`config.mk`:
```
export PLATFORM = sky130hd
export DESIGN_NAME = dma_desc_status
export DESIGN_NICKNAME = d
export VERILOG_FILES = /design/src/rtl/dma_desc_pkg.sv /design/src/rtl/dma_desc_track.sv /design/src/rtl/dma_desc_faults.sv /design/src/rtl/dma_desc_report.sv /design/src/rtl/dma_desc_status.sv
export SDC_FILE = /design/constraint.sdc
export NUM_CORES = 1
export LEC_CHECK = 0
export BUFFER_PORTS_ARGS = -buffer_cell sky130_fd_sc_hd__buf_2
export CAP_MARGIN = 20
export CELL_PAD_IN_SITES_DETAIL_PLACEMENT = 1
export CELL_PAD_IN_SITES_GLOBAL_PLACEMENT = 2
export CORE_MARGIN = 4
export CORE_UTILIZATION = 35
export CTS_BUF_LIST = sky130_fd_sc_hd__clkbuf_2
export DETAILED_ROUTE_END_ITERATION = 16
export GPL_ROUTABILITY_DRIVEN = 0
export PLACE_DENSITY = 0.95
export SKIP_LAST_GASP = 1
export SLEW_MARGIN = 20
export SYNTH_ARGS = -nofsm -noshare
export SYNTH_HDL_FRONTEND = slang
export SYNTH_SLANG_ARGS = --single-unit
export TNS_END_PERCENT = 30
```
`constraint.sdc`:
```
create_clock -name clk -period 14.6 [get_ports clk]
set_clock_uncertainty 0.2 [all_clocks]
set_input_delay 2.92 -clock clk [delete_from_list [all_inputs] [get_ports clk]]
set_output_delay 2.92 -clock clk [all_outputs]
set_load 0.03 [all_outputs]
```
`src/rtl/dma_desc_pkg.sv`:
```
package dma_desc_pkg;

  // control field bit positions
  localparam int unsigned CTL_IRQ_OK  = 0;
  localparam int unsigned CTL_IRQ_ERR = 1;
  localparam int unsigned CTL_FIXED   = 2;
  localparam int unsigned CTL_W       = 3;

  // status byte bit positions
  localparam int unsigned ST_DONE  = 0;
  localparam int unsigned ST_SHORT = 1;
  localparam int unsigned ST_FAULT = 4;
  localparam int unsigned ST_W     = 8;

  // detail nibble bit positions
  localparam int unsigned DET_UR   = 0;
  localparam int unsigned DET_EP   = 1;
  localparam int unsigned DET_ECRC = 2;
  localparam int unsigned DET_W    = 4;
  localparam int unsigned MARK_W   = 3;

  typedef struct packed {
    logic ecrc;
    logic ep;
    logic ur;
  } fault_marks_t;

  function automatic logic [ST_W-1:0] pack_status(input logic fault, input logic short_f);
    logic [ST_W-1:0] s;
    s = '0;
    s[ST_DONE]  = ~fault;
    s[ST_SHORT] = short_f;
    s[ST_FAULT] = fault;
    return s;
  endfunction

  function automatic logic [DET_W-1:0] pack_detail(input fault_marks_t m);
    logic [DET_W-1:0] d;
    d = '0;
    d[DET_UR]   = m.ur;
    d[DET_EP]   = m.ep;
    d[DET_ECRC] = m.ecrc;
    return d;
  endfunction

endpackage

```
`src/rtl/dma_desc_track.sv`:
```
module dma_desc_track #(
  parameter int unsigned CNT_W  = 20,
  parameter int unsigned ADDR_W = 32,
  parameter int unsigned BEAT_W = 7
) (
  input  logic              clk,
  input  logic              rst_n,
  input  logic              load_i,
  input  logic [CNT_W-1:0]  req_i,
  input  logic [ADDR_W-1:0] addr_i,
  input  logic              fixed_i,
  input  logic              beat_valid_i,
  input  logic [BEAT_W-1:0] beat_bytes_i,
  input  logic              last_i,
  output logic              active_o,
  output logic              sop_o,
  output logic [ADDR_W-1:0] addr_o,
  output logic              end_o,
  output logic              short_o
);

  localparam int unsigned TOT_W = CNT_W + 1;

  logic              active_q, active_d;
  logic              first_q, first_d;
  logic              fixed_q, fixed_d;
  logic [CNT_W-1:0]  req_q, req_d;
  logic [TOT_W-1:0]  cnt_q, cnt_d;
  logic [ADDR_W-1:0] addr_q, addr_d;
  logic              take;
  logic [TOT_W-1:0]  cnt_sum;

  assign take    = active_q & ~load_i & beat_valid_i;
  assign cnt_sum = cnt_q + TOT_W'(beat_bytes_i);

  always_comb begin
    active_d = active_q;
    first_d  = first_q;
    fixed_d  = fixed_q;
    req_d    = req_q;
    cnt_d    = cnt_q;
    addr_d   = addr_q;
    end_o    = 1'b0;
    short_o  = 1'b0;
    if (load_i) begin
      active_d = 1'b1;
      first_d  = 1'b1;
      fixed_d  = fixed_i;
      req_d    = req_i;
      cnt_d    = '0;
      addr_d   = addr_i;
    end else if (take) begin
      first_d = 1'b0;
      cnt_d   = cnt_sum;
      if (!fixed_q) begin
        addr_d = addr_q + ADDR_W'(beat_bytes_i);
      end
      if (last_i || (cnt_sum >= {1'b0, req_q})) begin
        end_o    = 1'b1;
        short_o  = (cnt_sum < {1'b0, req_q});
        active_d = 1'b0;
      end
    end
  end

  always_ff @(posedge clk or negedge rst_n) begin
    if (!rst_n) begin
      active_q <= 1'b0;
      first_q  <= 1'b0;
      fixed_q  <= 1'b0;
      req_q    <= '0;
      cnt_q    <= '0;
      addr_q   <= '0;
    end else begin
      active_q <= active_d;
      first_q  <= first_d;
      fixed_q  <= fixed_d;
      req_q    <= req_d;
      cnt_q    <= cnt_d;
      addr_q   <= addr_d;
    end
  end

  assign active_o = active_q;
  assign sop_o    = take & first_q;
  assign addr_o   = addr_q;

endmodule

```
`src/rtl/dma_desc_faults.sv`:
```
module dma_desc_faults
  import dma_desc_pkg::*;
(
  input  logic         clk,
  input  logic         rst_n,
  input  logic         load_i,
  input  logic         active_i,
  input  logic         cpl_valid_i,
  input  fault_marks_t cpl_marks_i,
  output fault_marks_t marks_nxt_o
);

  fault_marks_t marks_q, marks_d;
  logic         accept;

  assign accept = active_i & ~load_i & cpl_valid_i;

  always_comb begin
    marks_d = marks_q;
    if (load_i) begin
      marks_d = '0;
    end else if (accept) begin
      marks_d = marks_q | cpl_marks_i;
    end
  end

  always_ff @(posedge clk or negedge rst_n) begin
    if (!rst_n) begin
      marks_q <= '0;
    end else begin
      marks_q <= marks_d;
    end
  end

  // includes marks arriving in the ending cycle
  assign marks_nxt_o = marks_d;

endmodule

```
`src/rtl/dma_desc_report.sv`:
```
module dma_desc_report
  import dma_desc_pkg::*;
(
  input  logic              clk,
  input  logic              rst_n,
  input  logic              load_i,
  input  logic              end_i,
  input  logic              short_i,
  input  fault_marks_t      marks_i,
  input  logic              irq_ok_en_i,
  input  logic              irq_err_en_i,
  output logic [ST_W-1:0]   status_o,
  output logic [DET_W-1:0]  detail_o,
  output logic              vld_o,
  output logic              irq_o
);

  logic [ST_W-1:0]  status_q, status_d;
  logic [DET_W-1:0] detail_q, detail_d;
  logic             vld_q, vld_d;
  logic             irq_q, irq_d;
  logic             fault;

  assign fault = |marks_i;

  always_comb begin
    status_d = status_q;
    detail_d = detail_q;
    vld_d    = 1'b0;
    irq_d    = vld_q & (status_q[ST_FAULT] ? irq_err_en_i : irq_ok_en_i);
    if (load_i) begin
      status_d = '0;
      detail_d = '0;
    end else if (end_i) begin
      status_d = pack_status(fault, short_i);
      detail_d = fault ? pack_detail(marks_i) : '0;
      vld_d    = 1'b1;
    end
  end

  always_ff @(posedge clk or negedge rst_n) begin
    if (!rst_n) begin
      status_q <= '0;
      detail_q <= '0;
      vld_q    <= 1'b0;
      irq_q    <= 1'b0;
    end else begin
      status_q <= status_d;
      detail_q <= detail_d;
      vld_q    <= vld_d;
      irq_q    <= irq_d;
    end
  end

  assign status_o = status_q;
  assign detail_o = detail_q;
  assign vld_o    = vld_q;
  assign irq_o    = irq_q;

endmodule

```
`src/rtl/dma_desc_status.sv`:
```
module dma_desc_status
  import dma_desc_pkg::*;
#(
  parameter int unsigned CNT_W  = 20,
  parameter int unsigned ADDR_W = 32,
  parameter int unsigned BEAT_W = 7,
  parameter int unsigned USER_W = 64
) (
  input  logic              clk,
  input  logic              rst_n,
  input  logic              load_i,
  input  logic [2:0]        ctrl_i,
  input  logic [CNT_W-1:0]  req_bytes_i,
  input  logic [ADDR_W-1:0] card_addr_i,
  input  logic [USER_W-1:0] user_ctrl_i,
  input  logic              beat_valid_i,
  input  logic [BEAT_W-1:0] beat_bytes_i,
  input  logic              last_i,
  input  logic              cpl_valid_i,
  input  logic              cpl_ur_i,
  input  logic              cpl_ep_i,
  input  logic              cpl_ecrc_i,
  output logic              sop_o,
  output logic [USER_W-1:0] user_ctrl_o,
  output logic [ADDR_W-1:0] card_addr_o,
  output logic [7:0]        status_o,
  output logic [3:0]        detail_o,
  output logic              stat_vld_o,
  output logic              irq_o
);

  // reset: asserted asynchronously, released on a clock edge
  logic [1:0] rst_sync_q;
  logic       rst_core_n;

  always_ff @(posedge clk or negedge rst_n) begin
    if (!rst_n) begin
      rst_sync_q <= '0;
    end else begin
      rst_sync_q <= {rst_sync_q[0], 1'b1};
    end
  end
  assign rst_core_n = rst_sync_q[1];

  // per-descriptor control and user word
  logic [CTL_W-1:0]  ctrl_q, ctrl_d;
  logic [USER_W-1:0] user_q, user_d;

  always_comb begin
    ctrl_d = ctrl_q;
    user_d = user_q;
    if (load_i) begin
      ctrl_d = ctrl_i;
      user_d = user_ctrl_i;
    end
  end

  always_ff @(posedge clk or negedge rst_core_n) begin
    if (!rst_core_n) begin
      ctrl_q <= '0;
      user_q <= '0;
    end else begin
      ctrl_q <= ctrl_d;
      user_q <= user_d;
    end
  end

  logic         active, sop, end_now, short_now;
  fault_marks_t cpl_marks, marks_nxt;

  assign cpl_marks = '{ecrc: cpl_ecrc_i, ep: cpl_ep_i, ur: cpl_ur_i};

  dma_desc_track #(
    .CNT_W (CNT_W),
    .ADDR_W(ADDR_W),
    .BEAT_W(BEAT_W)
  ) u_track (
    .clk         (clk),
    .rst_n       (rst_core_n),
    .load_i      (load_i),
    .req_i       (req_bytes_i),
    .addr_i      (card_addr_i),
    .fixed_i     (ctrl_i[CTL_FIXED]),
    .beat_valid_i(beat_valid_i),
    .beat_bytes_i(beat_bytes_i),
    .last_i      (last_i),
    .active_o    (active),
    .sop_o       (sop),
    .addr_o      (card_addr_o),
    .end_o       (end_now),
    .short_o     (short_now)
  );

  dma_desc_faults u_faults (
    .clk        (clk),
    .rst_n      (rst_core_n),
    .load_i     (load_i),
    .active_i   (active),
    .cpl_valid_i(cpl_valid_i),
    .cpl_marks_i(cpl_marks),
    .marks_nxt_o(marks_nxt)
  );

  dma_desc_report u_report (
    .clk         (clk),
    .rst_n       (rst_core_n),
    .load_i      (load_i),
    .end_i       (end_now),
    .short_i     (short_now),
    .marks_i     (marks_nxt),
    .irq_ok_en_i (ctrl_q[CTL_IRQ_OK]),
    .irq_err_en_i(ctrl_q[CTL_IRQ_ERR]),
    .status_o    (status_o),
    .detail_o    (detail_o),
    .vld_o       (stat_vld_o),
    .irq_o       (irq_o)
  );

  assign sop_o       = sop;
  assign user_ctrl_o = sop ? user_q : '0;

endmodule

```
# After elaboration in Yosys (flattened, before gate mapping)
# Index checks and enable logic that the tools add are counted.
# word_totals
regBits	161
out_inout_bits	111
# classes
n_eq_ne	1
n_bitwise	8
muxes	26
reduce_logical	7
n_lt_le_gt_ge	2
add_sub_neg	2
# ops
cell	count
32-bit 2-to-1 mux	3
64-bit 2-to-1 mux	1
21-bit 2-to-1 mux	2
32-bit by 7-bit adder with 32-bit output	1
21-bit by 7-bit adder with 21-bit output	1
21-bit by 20-bit >= comparator with 1-bit output	1
21-bit by 20-bit < comparator with 1-bit output	1
8-bit 2-to-1 mux	2
1-bit 2-to-1 mux	13
3-bit 2-to-1 mux	3
4-bit 2-to-1 mux	2
2-bit nonzero test	3
1-bit bitwise AND	5
2-bit AND reduction	2
3-bit bitwise OR	1
3-bit OR reduction	1
2-bit != test (second input constant)	1
1-bit inverter	2
1-bit logical OR	1

# Logic depth before layout (Yosys ltp)
# Gate-level depths: netlist of run 1.
# logic_depth
ltp_word	9
ltp_mapped	16
mapped_depth_nobuf	16

# By module
# A second synthesis of run 1 with hierarchy kept.
# unflattened
cells_unflattened	784
hier_area_um2	8335.5
# modules_own_cells
mod	cells_each	instances	seq_area_each_um2	area_per_inst_um2
dma_desc_track	531	1	1901.8	4759.6
dma_desc_status	212	1	1701.6	3088.0
dma_desc_report	32	1	200.2	382.9
dma_desc_faults	9	1	75.1	105.1

# Worst setup path before layout of run 1
# No wires, ideal clock.
# synth_timing
kind	input -> output
start	in load_i
end	out user_ctrl_o[54]
n_path_buf	2
stages	5
path_slack_ns	7.263
required_time_ns	11.480
arrival_time_ns	4.217
path_cell_list	clkbuf_1 -> clkinv_1 -> and3_1 -> clkbuf_1 -> and2_1
# synth_via
elab_chain_len	5
# synth_rtl
item	line_no	source
start: declaration	dma_desc_status.sv:11	input logic load_i,
1-bit inverter	dma_desc_track.sv:33	assign take = active_q & ~load_i & beat_valid_i;
1-bit bitwise AND (2 in series)	dma_desc_track.sv:33	
1-bit bitwise AND	dma_desc_track.sv:85	assign sop_o = take & first_q;
via sop_o	dma_desc_status.sv:23	output logic sop_o,
64-bit 2-to-1 mux	dma_desc_status.sv:120	assign user_ctrl_o = sop ? user_q : '0;
end: declaration	dma_desc_status.sv:24	output logic [USER_W-1:0] user_ctrl_o,
# The timed path passes the listed nets, and every way through them passes these cells.

# Worst setup path after layout of run 1
# layout_timing
start	in load_i
end	out user_ctrl_o[12]
# layout_via
elab_chain_len	5
# layout_rtl
item	line_no
1-bit inverter	dma_desc_track.sv:33
1-bit bitwise AND (2 in series)	dma_desc_track.sv:33
1-bit bitwise AND	dma_desc_track.sv:85
64-bit 2-to-1 mux	dma_desc_status.sv:120
# Every way passes these cells.

==> metrics.txt, run 1 <==
Reg power frac=52.5%; largest net degree at the start of global routing=110; Post-Syn Area per Cell=10.1 um2; Clk network pwr share=24.7%; Num CTS Buffers=17; NetSw=0.334 mW; Max Buffers Root-to-Sink=2; Synth Cell Area=8090 um2; clock tree from TritonCTS=yes; sequential area share after synthesis=47.9%; fmax=124 MHz; final core utilization=43.1%; DIE AREA=25600 um2; Pwr Total=0.937 mW; yosys warns=0; crit-path max FO=109; Distinct cells, synth=48; RSZ-0062 raised after global routing=false; routed len/inst=17.0 um; die width=160 um; first-pass GRT wire length=35800 um; share of layout cells above drive strength 1=34.3%; crit start category=primary input; switch share=35.6%; reg-to-reg startpoint=u_track.cnt_q[0]; Critical Path Sink Type=output pin; Final setup viols=0; Pwr Density=95.8 nW/um2; reg2reg path depth=16; Final Hold Fails=0; antenna-violating nets left=0; Area Overhead vs Synth=20.8%; # resized after CTS=0; PortBufs=239; DRT Wirelength=22500 um; CTS root buf=clkbuf_2; Final min period=8090 ps; initial cell density of the core=35.6%; Starting DRT DRC Count=270; Pre-Repair DR Iteration Count=4; total negative setup slack=0 ps; ys async rst share=100%; CTS Hold Bufs=0; Slew HR=29.4%; number of global-route vias before repair=6809; predominant post-synthesis flop cell=dfrtp_1; Leak Pwr=4.79 nW; Clock Sinks=155; Die Ht=160 um; Final nets=1194; CP required=11480 ps; critical path arrival=4970 ps; GRT Residual Overflow=0; via count=6486; R2R Setup Slk=9890 ps; IO Pins=246; gr usage total=17.4%; P_int=0.603 mW; Synth Register Bits=155; area of the core=22700 um2; DRC=0; Worst R2R End=u_report.detail_o[0]; Max rail drop VDD=37.6 uV; Clock Latency Late Sink=750 ps; dpl hpwl=17100 um; CTS clk-pin slew, worst paths=280 ps; postcts setup bufs=0; H-tree Lvls=4; worst hold path type=reg -> async; MaxCap Viol Count=0; initial antenna violation count=7; period utilization=55.4%; commonest non-fill, non-tap cell in the layout=buf_2; status=finished, final reports clean; Post-synth EDFFs=0; Rows=55; Mapped Cells=798; commonest non-fill, non-tap cells in the layout=238 x buf_2, 154 x dfrtp_1, 85 x nand2_1, 73 x mux2_2, 68 x and2_1; Gate power share=22.8%; Crit Path Class=in -> out; Via density=4.90; Worst-Margin Slew=1060 ps; Slew Limit Fails=0
-- metrics by stage --
| step | cell area [um2] | cells | hold WS, ps | worst slack, ps |
|---|---|---|---|---|
| finish | 9780 | 1325 | 70.9 | 6510 |
| CTS | 9740 | 1320 | 207 | 6450 |
| global route | 9780 | 1325 | 102 | 6280 |
| floorplan | 8110 | 803 | 131 | 7260 |
| detailed placement | 9520 | 1288 | 151 | 6440 |
| global placement | 9520 | 1288 | 134 | 6530 |
-- kinds of logic (layout without fill, tap and decap cells) --
logic type / Yosys count / count (layout) / synth area share, %
AND/OR/NAND/NOR: 277 / 277 / 17.3
adder cells (fa/ha/maj): 36 / 36 / 5.75
XOR/XNOR: 58 / 58 / 6.28
other: 2 / 11 / 0.0928
AO/OA/AOI/OAI: 117 / 117 / 8.19
flip-flops: 155 / 155 / 47.9
multiplexers: 77 / 77 / 10.7
buffers and inverters: 76 / 309 / 3.82
-- Yosys cell counts, types with 2 or more instances --
master / count / area, um2
inv_1: 33 / 124
nor2_1: 45 / 169
nor4_1: 4 / 25.0
dfrtp_1: 155 / 3880
fa_1: 2 / 40.0
conb_1: 2 / 7.51
nor2b_1: 9 / 56.3
or3_1: 4 / 25.0
and4_1: 3 / 26.3
and2_1: 68 / 425
ha_1: 34 / 425
o21ai_0: 65 / 325
a21oi_1: 27 / 135
a21o_1: 4 / 30.0
nor3_1: 10 / 50.1
and3_1: 8 / 50.1
a31oi_1: 4 / 25.0
o31ai_1: 2 / 15.0
nand2_1: 85 / 319
a211oi_1: 3 / 22.5
nand4_1: 12 / 75.1
buf_1: 7 / 26.3
mux2_2: 73 / 822
xor2_1: 24 / 210
nand2b_1: 3 / 18.8
buf_4: 6 / 45.0
nand3_1: 20 / 100
mux2i_1: 4 / 40.0
xnor2_1: 34 / 298
clkbuf_1: 28 / 105
o211ai_1: 3 / 22.5
-- worst max-delay path, cell delays in order --
cell,delay (ps)
buf_6,530
clkinv_1,490
and3_1,270
buf_4,260
and2_1,250
buf_2,180
-- sequential cells by signal, indices dropped and copies added, names as in the netlist, 3 cells and up --
register and count:
user_q 64, u_track.addr_o 32, u_track.cnt_q 21, u_track.req_q 20
u_faults.marks_q 3, u_report.detail_o 3, u_report.status_o 3
-- cell type report --
class	instances	area [um2]
Tap cell	285	357
Timing Repair Buffer	243	1260
Multi-Input combinational cell	572	3930
Fill cell	2701	12900
Inverter	34	128
Antenna cell	4	10.0
Clock inverter	14	133
Sequential cell	155	3880
Clock buffer	18	90.1
-- power groups by stage --
| stage | registers, mW | logic [mW] | clock network, mW |
|---|---|---|---|
| after global placement | 0.501 | 0.205 | 0 |
| after floorplan | 0.515 | 0.126 | 0 |
| final | 0.492 | 0.214 | 0.232 |
| after CTS | 0.495 | 0.214 | 0.248 |
| after detailed placement | 0.503 | 0.213 | 0 |
| after global routing | 0.498 | 0.238 | 0.269 |
-- worst max-delay path by stage --
stage,from,to,slack (ps)
5_1_grt,load_i,user_ctrl_o[12],6280
4_1_cts,load_i,user_ctrl_o[12],6450
2_1_floorplan,load_i,user_ctrl_o[54],7260
3_3_place_gp,load_i,user_ctrl_o[59],6530
3_5_place_dp,load_i,user_ctrl_o[12],6440
6_report,load_i,user_ctrl_o[12],6510
-- metal layers --
| layer | global-route usage (%) | vias up | wire (um) |
|---|---|---|---|
| met5 | 0 | - | 34 |
| met4 | 6.10 | 6 | 496 |
| met3 | 4.67 | 37 | 1130 |
| met2 | 29.0 | 178 | 11100 |
| met1 | 21.9 | 3124 | 9800 |
| li1 | - | 3141 | - |
(Power assumes the default switching activity.)
==> inputs of run 2 (changes only) <==
--- a/config.mk
+++ b/config.mk
@@ -10,11 +10,11 @@
 export CELL_PAD_IN_SITES_DETAIL_PLACEMENT = 1
 export CELL_PAD_IN_SITES_GLOBAL_PLACEMENT = 2
 export CORE_MARGIN = 4
-export CORE_UTILIZATION = 35
+export CORE_UTILIZATION = 29
 export CTS_BUF_LIST = sky130_fd_sc_hd__clkbuf_2
 export DETAILED_ROUTE_END_ITERATION = 16
 export GPL_ROUTABILITY_DRIVEN = 0
-export PLACE_DENSITY = 0.95
+export PLACE_DENSITY = 0.85
 export SKIP_LAST_GASP = 1
 export SLEW_MARGIN = 20
 export SYNTH_ARGS = -nofsm -noshare
==> constraint.sdc (replaced) <==
create_clock -name clk -period 6.7 [get_ports clk]
set_clock_uncertainty 0.2 [all_clocks]
set_input_delay 1.34 -clock clk [delete_from_list [all_inputs] [get_ports clk]]
set_output_delay 1.34 -clock clk [all_outputs]
set_load 0.03 [all_outputs]
==> metrics.txt, run 2 (synthesis gave the netlist of run 1 again) <==
met1 Use GR=19.8% (was 21.9%); MaxCap Viol Count=0 (unchanged); Final nets=1196 (was 1194); max reg flops=64 (unchanged); reg2reg path depth=16 (unchanged); Hold Crit Depth=0; Hold EP=rst_sync_q[1]; commonest non-fill, non-tap cells in the layout=238 x buf_2, 154 x dfrtp_1, 85 x nand2_1, 73 x mux2_2, 68 x and2_1 (unchanged); Reg power frac=49.6% (was 52.5%); die width=175 um (was 160 um); crit start category=primary input (unchanged); PortBufs=239 (unchanged); largest net degree at the start of global routing=71 (was 110); routing usage on met3=3.12% (was 4.67%); CTS root buf=clkbuf_2 (unchanged); Final setup viols=0 (unchanged); share of layout cells above drive strength 1=34.3% (about the same); reg-to-reg startpoint=u_track.cnt_q[0] (unchanged); number of global-route vias before repair=6993 (was 6809); gr usage total=15.2% (was 17.4%); Rows=60 (was 55); period utilization=73.7%; initial cell density of the core=29.8% (was 35.6%); DRC=0 (unchanged); Worst-Margin Slew=867 ps (was 1060 ps); Clock Latency Late Sink=720 ps (was 750 ps); clock tree from TritonCTS=yes (unchanged); Fin Hold WS=147 ps (was 70.9 ps); fmax=203 MHz; DIE AREA=30600 um2 (was 25600 um2); Max Buffers Root-to-Sink=2 (unchanged); Final min period=4940 ps; met2 GRT Util=25.0% (was 29.0%); RSZ-0062 raised after global routing=false (unchanged); Die Ht=175 um (was 160 um); NetSw=0.738 mW (was 0.334 mW); Via density=4.66 (was 4.90); Post-Place Worst Slack=1130 ps (was 6440 ps); CP required=5160 ps (was 11480 ps); GRT Residual Overflow=0 (unchanged); commonest non-fill, non-tap cell in the layout=buf_2 (unchanged); Num CTS Buffers=17 (unchanged); Gate power share=21.7% (was 22.8%); total negative setup slack=0 ps (unchanged); Leak Pwr=4.83 nW (was 4.79 nW); Starting DRT DRC Count=250 (was 270); antenna-violating nets left=0 (unchanged); Final WS setup=1760 ps (was 6510 ps); CTS clk-pin slew, worst paths=270 ps (was 280 ps); Crit path largest cell delay=530 ps (about the same); GR peak layer=met2 (unchanged); status=finished, final reports clean (unchanged); H-tree Lvls=4 (unchanged); crit-path max FO=65 (was 109); critical path arrival=3400 ps (was 4970 ps); worst hold path type=reg -> reg (was reg -> async); area of the core=27200 um2 (was 22700 um2); Most flops, register=user_q (unchanged); Filler Cells Inserted=3214 (was 2701); worst hold start=rst_sync_q[0]; via count=6577 (was 6486); Clock Sinks=155 (unchanged); Critical Path Sink Type=output pin (unchanged); Final Hold Fails=0 (unchanged); Pwr Density=217 nW/um2 (was 95.8 nW/um2); Slew HR=42.2% (was 29.4%); Area Overhead vs Synth=22.8% (was 20.8%); Pre-Repair DR Iteration Count=4 (unchanged); Crit Path Class=in -> out (unchanged); CP Cell Sequence=buf_6, clkinv_1, and3_1, buf_4, and2_1, buf_2 (unchanged); switch share=34.2% (was 35.6%); # resized after CTS=0 (unchanged); first-pass GRT wire length=37500 um (was 35800 um); final core utilization=36.6% (was 43.1%); Max rail drop VDD=81.8 uV (was 37.6 uV); R2R Setup Slk=2130 ps (was 9890 ps); routed len/inst=16.6 um (was 17.0 um); initial antenna violation count=2 (was 7); IO Pins=246 (unchanged); Slowest-stage cell, CP=clkinv_1 (was buf_6); postcts setup bufs=0 (unchanged); Clk network pwr share=28.8% (was 24.7%); DRT Wirelength=23400 um (was 22500 um); Slew Limit Fails=0 (unchanged); dpl hpwl=17700 um (was 17100 um); Worst R2R End=u_report.detail_o[1] (was u_report.detail_o[0]); P_int=1.42 mW (was 0.603 mW)
[run 2: through the flow]
step | instances | total power, mW | instance area (um2)
5_1_grt | 1412 | 2.30 | 9940
3_3_place_gp | 1377 | 1.55 | 9640
4_1_cts | 1409 | 2.21 | 9930
3_5_place_dp | 1377 | 1.57 | 9640
2_1_floorplan | 803 | 1.40 | 8110
6_report | 1412 | 2.16 | 9940
[run 2: area by class of cell]
type                       instances  area [um2]  share of cell area [%]
multi-input combinational        572        3930                    39.5
timing repair buffer             245        1250                    12.6
sequential                       155        3880                    39.0
antenna                            2        5.00                  0.0503
clock buffer                      17        85.1                   0.856
inverter                          34         128                    1.28
tap                              372         465                    4.68
clock inverter                    15         203                    2.04
[run 2: power groups by stage]
stage	Sequential [mW]	Clock, mW	Combinational (mW)
2_1_floorplan	1.12	0	0.275
3_5_place_dp	1.09	0	0.476
5_1_grt	1.09	0.694	0.524
6_report	1.07	0.622	0.468
3_3_place_gp	1.09	0	0.463
4_1_cts	1.07	0.657	0.478
[run 2: worst max-delay path by stage]
stage                    startpoint                    to  slack [ps]  cells past startpoint
finish                       load_i       user_ctrl_o[59]        1760                      6
global route           beat_valid_i       user_ctrl_o[54]        1570                      6
CTS                    beat_valid_i       user_ctrl_o[15]        1770                      6
detailed placement  beat_bytes_i[0]  u_report.detail_o[1]        1130                     17
global placement    beat_bytes_i[0]  u_report.status_o[4]        1170                     17
floorplan           beat_bytes_i[0]  u_report.detail_o[0]        1710                     16
[run 2: repair_timing]
action / 4_1_cts / 5_1_grt
endpoints found under the hold margin: 0 / 1
setup endpoints to repair: 0 / 0
hold buffers: 0 / 1
[run 2: worst max-delay path, delay by kind of cell]
| family | cells | cell delay, ps |
|---|---|---|
| buf+inv | 4 | 1390 |
| simple gates | 2 | 560 |
[run 2: routing by layer]
layer	vias to the layer above	share of wire [%]
li1	3154	-
met1	3205	45
met2	192	48
met3	26	5.1
met4	0	2.0
met5	-	0
